<file path="src/rtl/haz_pkg.sv">
package haz_pkg;
  // operand source encoding shared by both ALU inputs
  typedef enum logic [1:0] {
    OPS_RF = 2'b00,
    OPS_MW = 2'b01,
    OPS_EM = 2'b10
  } opsel_e;
endpackage

</file>
<file path="src/rtl/haz_opnd_sel.sv">
module haz_opnd_sel
  import haz_pkg::*;
#(
  parameter int AW = 5
) (
  input  logic [AW-1:0] src,
  input  logic [AW-1:0] exm_rd,
  input  logic          exm_we,
  input  logic          exm_load,
  input  logic [AW-1:0] mwb_rd,
  input  logic          mwb_we,
  output opsel_e        sel
);
  function automatic logic writes_reg(input logic [AW-1:0] s, input logic [AW-1:0] d,
                                      input logic we);
    return we && (d != '0) && (s == d);
  endfunction

  // named match events, visible to the checks below
  logic em_hit, mw_hit;
  assign em_hit = writes_reg(src, exm_rd, exm_we) && !exm_load;
  assign mw_hit = writes_reg(src, mwb_rd, mwb_we);

  always_comb begin
    if (em_hit)      sel = OPS_EM;
    else if (mw_hit) sel = OPS_MW;
    else             sel = OPS_RF;
  end

  always_comb begin
    assert_em_match_R1: assert (sel != OPS_EM || (exm_we && src == exm_rd))
      else $error("EX/MEM select without matching producer");
    assert_mw_match_R2: assert (sel != OPS_MW || (mwb_we && src == mwb_rd))
      else $error("MEM/WB select without matching producer");
    assert_em_first_R3: assert (!(exm_we && !exm_load && mwb_we && src == exm_rd && src == mwb_rd
                                  && src != '0) || sel == OPS_EM)
      else $error("older producer won over younger");
    assert_zero_reg_R4: assert (src != '0 || sel == OPS_RF)
      else $error("register 0 forwarded");
    assert_no_load_addr_R8: assert (!exm_load || sel != OPS_EM)
      else $error("load address forwarded as data");
  end
endmodule

</file>
<file path="src/rtl/haz_interlock.sv">
module haz_interlock #(
  parameter int AW = 5
) (
  input  logic [AW-1:0] dec_rs1,
  input  logic [AW-1:0] dec_rs2,
  input  logic          dec_use_rs1,
  input  logic          dec_use_rs2,
  input  logic          dec_is_store,
  input  logic [AW-1:0] idx_rd,
  input  logic          idx_we,
  input  logic          idx_load,
  output logic          stall
);
  function automatic logic load_feeds(input logic [AW-1:0] s, input logic used);
    return used && idx_load && idx_we && (idx_rd != '0) && (s == idx_rd);
  endfunction

  logic hit_rs1, hit_rs2, rs2_late_ok;
  assign hit_rs1     = load_feeds(dec_rs1, dec_use_rs1);
  assign hit_rs2     = load_feeds(dec_rs2, dec_use_rs2);
  // store data is needed only in the memory stage, so a late bypass covers it
  assign rs2_late_ok = dec_is_store;
  assign stall       = hit_rs1 || (hit_rs2 && !rs2_late_ok);

  always_comb begin
    assert_stall_cause_R5: assert (!stall || (idx_load && idx_we))
      else $error("stall without a load in ID/EX");
    assert_stall_zero_R4: assert (!stall || idx_rd != '0)
      else $error("stall on register 0");
    assert_store_data_R6: assert (!(dec_is_store && !hit_rs1) || !stall)
      else $error("store data dependency stalled");
    assert_unused_src_R7: assert (!(!dec_use_rs1 && !dec_use_rs2) || !stall)
      else $error("stall with no used source");
  end
endmodule

</file>
<file path="src/rtl/haz_wb_tap.sv">
module haz_wb_tap #(
  parameter int AW = 5
) (
  input  logic [AW-1:0] src,
  input  logic          gate,
  input  logic [AW-1:0] mwb_rd,
  input  logic          mwb_we,
  output logic          take
);
  function automatic logic wb_match(input logic [AW-1:0] s, input logic [AW-1:0] d);
    return (d != '0) && (s == d);
  endfunction

  assign take = gate && mwb_we && wb_match(src, mwb_rd);

  always_comb begin
    assert_tap_we_R11: assert (!take || mwb_we)
      else $error("write-back tap without write enable");
    assert_tap_zero_R10: assert (!take || src != '0)
      else $error("write-back tap on register 0");
  end
endmodule

</file>
<file path="src/rtl/haz_unit.sv">
module haz_unit
  import haz_pkg::*;
#(
  parameter int NUM_REGS = 32,
  localparam int AW = $clog2(NUM_REGS)
) (
  input  logic [AW-1:0] dec_rs1,
  input  logic [AW-1:0] dec_rs2,
  input  logic          dec_use_rs1,
  input  logic          dec_use_rs2,
  input  logic          dec_is_store,
  input  logic [AW-1:0] ex_rs1,
  input  logic [AW-1:0] ex_rs2,
  input  logic [AW-1:0] idx_rd,
  input  logic          idx_we,
  input  logic          idx_load,
  input  logic [AW-1:0] exm_rd,
  input  logic          exm_we,
  input  logic          exm_load,
  input  logic [AW-1:0] exm_rs2,
  input  logic          exm_store,
  input  logic [AW-1:0] mwb_rd,
  input  logic          mwb_we,
  output logic [1:0]    fwd_a,
  output logic [1:0]    fwd_b,
  output logic          fwd_st,
  output logic          dec_byp_a,
  output logic          dec_byp_b,
  output logic          stall
);
  localparam int N_OPND = 2;
  localparam int N_TAP  = 3;

  logic [AW-1:0] ex_src  [N_OPND];
  opsel_e        ex_sel  [N_OPND];
  logic [AW-1:0] tap_src [N_TAP];
  logic          tap_gate[N_TAP];
  logic          tap_take[N_TAP];

  assign ex_src[0] = ex_rs1;
  assign ex_src[1] = ex_rs2;

  generate
    for (genvar i = 0; i < N_OPND; i++) begin : g_opnd
      haz_opnd_sel #(.AW(AW)) u_sel (
        .src(ex_src[i]), .exm_rd(exm_rd), .exm_we(exm_we), .exm_load(exm_load),
        .mwb_rd(mwb_rd), .mwb_we(mwb_we), .sel(ex_sel[i])
      );
    end
  endgenerate

  // taps on the write-back value: decode reads and memory-stage store data
  assign tap_src[0]  = dec_rs1;
  assign tap_src[1]  = dec_rs2;
  assign tap_src[2]  = exm_rs2;
  assign tap_gate[0] = 1'b1;
  assign tap_gate[1] = 1'b1;
  assign tap_gate[2] = exm_store;

  generate
    for (genvar j = 0; j < N_TAP; j++) begin : g_tap
      haz_wb_tap #(.AW(AW)) u_tap (
        .src(tap_src[j]), .gate(tap_gate[j]), .mwb_rd(mwb_rd), .mwb_we(mwb_we),
        .take(tap_take[j])
      );
    end
  endgenerate

  haz_interlock #(.AW(AW)) u_lock (
    .dec_rs1(dec_rs1), .dec_rs2(dec_rs2), .dec_use_rs1(dec_use_rs1),
    .dec_use_rs2(dec_use_rs2), .dec_is_store(dec_is_store),
    .idx_rd(idx_rd), .idx_we(idx_we), .idx_load(idx_load), .stall(stall)
  );

  assign fwd_a     = ex_sel[0];
  assign fwd_b     = ex_sel[1];
  assign dec_byp_a = tap_take[0];
  assign dec_byp_b = tap_take[1];
  assign fwd_st    = tap_take[2];

  always_comb begin
    assert_sel_code_R2: assert ($onehot0(fwd_a) && $onehot0(fwd_b))
      else $error("illegal operand select code");
    assert_st_store_R9: assert (!fwd_st || (exm_store && exm_rs2 == mwb_rd))
      else $error("store data bypass without matching store");
  end
endmodule

</file>
<file path="config.mk">
export PLATFORM = sky130hd
export DESIGN_NAME = haz_unit
export DESIGN_NICKNAME = d
export VERILOG_FILES = /design/src/rtl/haz_pkg.sv /design/src/rtl/haz_opnd_sel.sv /design/src/rtl/haz_interlock.sv /design/src/rtl/haz_wb_tap.sv /design/src/rtl/haz_unit.sv
export SDC_FILE = /design/constraint.sdc
export NUM_CORES = 1
export LEC_CHECK = 0
export BUFFER_PORTS_ARGS = -buffer_cell sky130_fd_sc_hd__buf_2
export CORE_ASPECT_RATIO = 1.1
export CORE_UTILIZATION = 38
export DETAILED_ROUTE_END_ITERATION = 6
export PLACE_DENSITY_LB_ADDON = 0.08
export REMOVE_ABC_BUFFERS = 1
export SYNTH_ARGS = -nofsm -noshare
export SYNTH_HDL_FRONTEND = slang
export SYNTH_HIERARCHICAL = 1
export SYNTH_SLANG_ARGS = --single-unit
</file>
<file path="constraint.sdc">
create_clock -name vclk -period 2.25
set_input_delay 0.225 -clock vclk [all_inputs]
set_output_delay 0.225 -clock vclk [all_outputs]
set_load 0.1 [all_outputs]
</file>
# Yosys cells after proc, flatten, opt, wreduce, memory -nomap -nowiden
# Index checks and enable logic that the tools add are counted.
dict set report op_classes {
  bitwise 0
  magnitude_cmp 0
  muxes 4
  reduce_logical 30
  eq_ne 9
  n_div 0
  n_mul 0
  shifts 0
  addsub 0
}
# operator count
set op_table {}
lappend op_table {{$eq A5 B5 Y1} 9}
lappend op_table {{$logic_and A1 B1 Y1} 24}
lappend op_table {{$reduce_bool A5 Y1} 3}
lappend op_table {{$mux W2} 2}
lappend op_table {{$logic_not A1 Y1} 2}
lappend op_table {{$mux W1} 2}
lappend op_table {{$logic_or A1 B1 Y1} 1}
dict set report totals {
  mem_count 0
  inputBits 49
  out_inout_bits 8
  latch_bits 0
  mem_bits_ro 0
  reg_bits 0
  mem_bits_rw 0
}

# Longest topological paths before layout
dict set report logic_depth {
  word_depth 6
  depth_mapped 4
}

# Cells and area by module
# Netlist, hierarchy kept.
# module n_inst cells_each area_per_inst_um2
set modules_own_cells {}
lappend modules_own_cells {haz_opnd_sel 2 22 168.9}
lappend modules_own_cells {haz_wb_tap 3 11 73.8}
lappend modules_own_cells {haz_interlock 1 17 138.9}
lappend modules_own_cells {haz_unit 1 1 3.8}

# Worst setup path before layout
# OpenSTA, ideal clock, no wires.
dict set report synth_path {
  path_kind {input to output}
  start {input port mwb_rd[3]}
  end {output port dec_byp_a}
  arrival_ps 2686
  cell_stages 3
  slack_ps -661
  path_buffers 0
  required_ps 2025
  path_cell_list {xor2_1 -> a211o_1 -> nor3_1}
}
dict set report synth_between {
  elab_chain_len 3
  word_cells_on_any_way 4
  cone_classes {eq/ne (1); reduce/logical (3)}
}
# element line_no
set synth_lines {}
lappend synth_lines {{start, declared} haz_unit.sv:22} ;# input logic [AW-1:0] mwb_rd,
lappend synth_lines {{$eq A5 B5 Y1 or $reduce_bool A5 Y1 (tied branches)} haz_wb_tap.sv:11} ;# return (d != '0) && (s == d);
lappend synth_lines {{$logic_and A1 B1 Y1 *} haz_wb_tap.sv:11}
lappend synth_lines {{$logic_and A1 B1 Y1 *} haz_wb_tap.sv:14} ;# assign take = gate && mwb_we && wb_match(src, mwb_rd);
lappend synth_lines {{end, declared} haz_unit.sv:27} ;# output logic dec_byp_a,
# Mark *: on every way between the ends. The rest lies on a longest branch, timed or not.

# Final worst setup path
dict set report layout_path {
  start {input port idx_rd[4]}
  end {output port stall}
}
dict set report layout_between {
  elab_chain_len 5
  word_cells_on_any_way 9
  cone_classes {eq/ne (2); reduce/logical (7)}
}
# element line_no
set layout_lines {}
lappend layout_lines {{start, declared} haz_unit.sv:14} ;# input logic [AW-1:0] idx_rd,
lappend layout_lines {{$reduce_bool A5 Y1} haz_interlock.sv:15} ;# return used && idx_load && idx_we && (idx_rd != '0) && (s == idx_rd);
lappend layout_lines {{$logic_and A1 B1 Y1 (2 in series)} haz_interlock.sv:15}
lappend layout_lines {{$logic_and A1 B1 Y1} haz_interlock.sv:23} ;# assign stall = hit_rs1 || (hit_rs2 && !rs2_late_ok);
lappend layout_lines {{$logic_or A1 B1 Y1 *} haz_interlock.sv:23}
lappend layout_lines {{end, declared} haz_unit.sv:29} ;# output logic stall
# Marks and branches as above.

==> flow_metrics.py <==
metrics = {
    "floorplan": {
        "fp.dieW_um": 43.0,
        "ios": 57,
        "placementRows": 15,
        "initial_core_util_pct": 42.5,
        "core_um2": 1650,
        "die_area_um2": 2020,
        "die_h_um": 47.1,
    },
    "min_path": {
        "hold_path.class": "in -> out",
        "hold_path_depth": 4,
        "worstHoldStart": "idx_load",
        "whs_endpoint": "stall",
    },
    "place": {
        "dp_hpwl_mm": 1.65,
        "placed_cell_area_um2": 997,
        "place_congestion": 0.819,
        "io_buffers": 57,
    },
    "finish": {
        "clkbuf_count": 0,
        "fill_cells": 175,
        "antenna_cells": 0,
        "area_growth_pct": 42.1,
        "drive_gt1_share_pct": 41.1,
        "flops_and_latches": 0,
        "fin_area_um2": 997,
        "regArea_um2": 0,
        "finalNetCount": 202,
        "fin_util_pct": 60.4,
    },
    "synth": {
        "yosys_warnings": 6,
        "postSynthAreaPerCell_um2": 7.39,
        "syn_area_um2": 702,
        "ys_seq_area_share_pct": 0,
        "synthCells": 95,
        "synth_cell_types": 18,
    },
    "power": {
        "netSwitchingPower_mw": 0.0967,
        "switching_share_pct": 53.6,
        "seq_power_share_pct": 0,
        "p_int_mw": 0.0839,
        "p_leak_nw": 0.475,
        "clkPwrFrac_pct": 0,
        "power.density_nw_per_um2": 181,
        "ir_worst_vdd_mv": 0.0837,
        "pwr-share-comb_pct": 100.0,
    },
    "clocking": {
        "postCtsSetupRepairBufs": 0,
        "cts_hold_buf": 0,
        "cts_resized": 0,
    },
    "timing": {
        "post-route-min-period_ps": 1770,
        "finalCritPeriodShare_pct": 78.8,
        "rsz0062_at_grt": "false",
        "final_hold_viol_count": 0,
        "setup_viol": 0,
        "fmax_mhz": 564,
        "slew_violations": 0,
    },
    "setup_path": {
        "crit_path_end_kind": "output port",
        "path_common_cell": "buf_2",
        "critical_path_class": "in -> out",
        "cp_slowest_cell": "buf_2",
        "path_max_fanout": 3,
        "worstSetupStartpointType": "input pin",
        "crit_required_ps": 2030,
        "crit_arrival_ps": 1550,
        "slowest_delay_ps": 430,
        "cpLargestDelayFamily": "buffers and inverters",
        "path_cells": "buf_2 -> xor2_1 -> nor4_1 -> nand4b_1 -> a21oi_1 -> buf_2",
        "path_buf_inv": 2,
    },
    "routing": {
        "vias_per_cell": 5.12,
        "antenna_left": 0,
        "avgRoutedWirePerCell_um": 11.4,
        "wirelength_mm": 1.91,
        "num_vias": 860,
        "drtIter0Drc": 3,
        "route.detailed.drc": 0,
        "drt-pass1-iter-count": 4,
    },
    "global_route": {
        "antenna_found_initial": 0,
        "track_usage_pct": 18.5,
        "grt_pass1_wl_mm": 3.04,
        "grt_max_degree": 11,
        "first_global_vias": 724,
        "overflow": 0,
    },
    "run": {
        "drv_cap": 0,
    },
    "run_status": {
        "outcome": "finished, final reports clean",
    },
}
==> power groups by stage <==
stage               combinational (mW)  sequential [mW]  clock (mW)
finish                           0.181                0           0
global route                     0.198                0           0
CTS                              0.182                0           0
detailed placement               0.182                0           0
global placement                 0.178                0           0
floorplan                       0.0953                0           0
==> Yosys cell counts <==
master / number / area share, %
a211o_1: 3 / 3.7
a21oi_1: 6 / 4.3
buf_4: 2 / 2.1
conb_1: 1 / 0.53
inv_1: 7 / 3.7
nand2_1: 3 / 1.6
nand3_1: 8 / 5.7
nand4b_1: 1 / 1.2
nor3_1: 7 / 5.0
nor3_2: 2 / 2.9
nor4_1: 6 / 5.3
nor4b_4: 2 / 6.8
o211ai_1: 2 / 2.1
o211ai_2: 1 / 1.8
o21ai_0: 2 / 1.4
or4_1: 4 / 4.3
xnor2_1: 19 / 24
xor2_1: 19 / 24
==> metrics by stage <==
stage	hold WS, ps	TNS (ps)	total power [mW]	setup slack [ps]	std cells
5_1_grt	925	0	0.198	418	168
3_5_place_dp	920	0	0.182	499	168
6_report	918	0	0.181	478	168
4_1_cts	919	0	0.182	487	168
2_1_floorplan	711	-2410	0.0953	-661	94
3_3_place_gp	913	0	0.178	543	168
==> cell families (layout without fill, tap and decap cells) <==
family / count (synthesis) / in the layout / share of synthesized area [%]
xor gates and xnor gates: 38 / 38 / 47.4
and+or+nand+nor: 33 / 33 / 32.8
AOI/OAI and AO/OA: 14 / 14 / 13.4
buffers and inverters: 9 / 64 / 5.88
other: 1 / 2 / 0.534
==> area by class of cell <==
type	count	area [um^2]	area share (%)
well taps	17	21.3	2.13
multi-input cells	87	664	66.6
inverters	7	26.3	2.63
repair buffers	57	285	28.6
==> layout by cell type (no fill, tap or decap) <==
cell and instances:
buf_2 57, conb_1 2, or4_1 4, a21oi_1 6, nand2_1 3, inv_1 7
o211ai_1 2, nor4b_4 2, nand4b_1 1, o211ai_2 1, xnor2_1 19, a211o_1 3
xor2_1 19, nor4_1 6, nor3_1 7, o21ai_0 2, nand3_1 8, nor3_2 2
==> metal layers <==
| metal | share of wire [%] | track usage [%] |
|---|---|---|
| met2 | 49 | 34.8 |
| met1 | 44 | 25.0 |
| met4 | 0 | 0 |
| met3 | 7.3 | 1.54 |
| met5 | 0 | 0 |
==> how the worst max path moves through the flow <==
| stage | from | depth (start not counted) | to | slack [ps] |
|---|---|---|---|---|
| finish | idx_rd[4] | 6 | stall | 480 |
| global route | idx_rd[2] | 6 | stall | 420 |
| CTS | idx_rd[4] | 6 | stall | 490 |
| detailed placement | idx_rd[4] | 6 | stall | 500 |
| global placement | idx_rd[2] | 6 | stall | 540 |
| floorplan | mwb_rd[3] | 3 | dec_byp_a | -660 |
(Power assumes the default switching activity.)
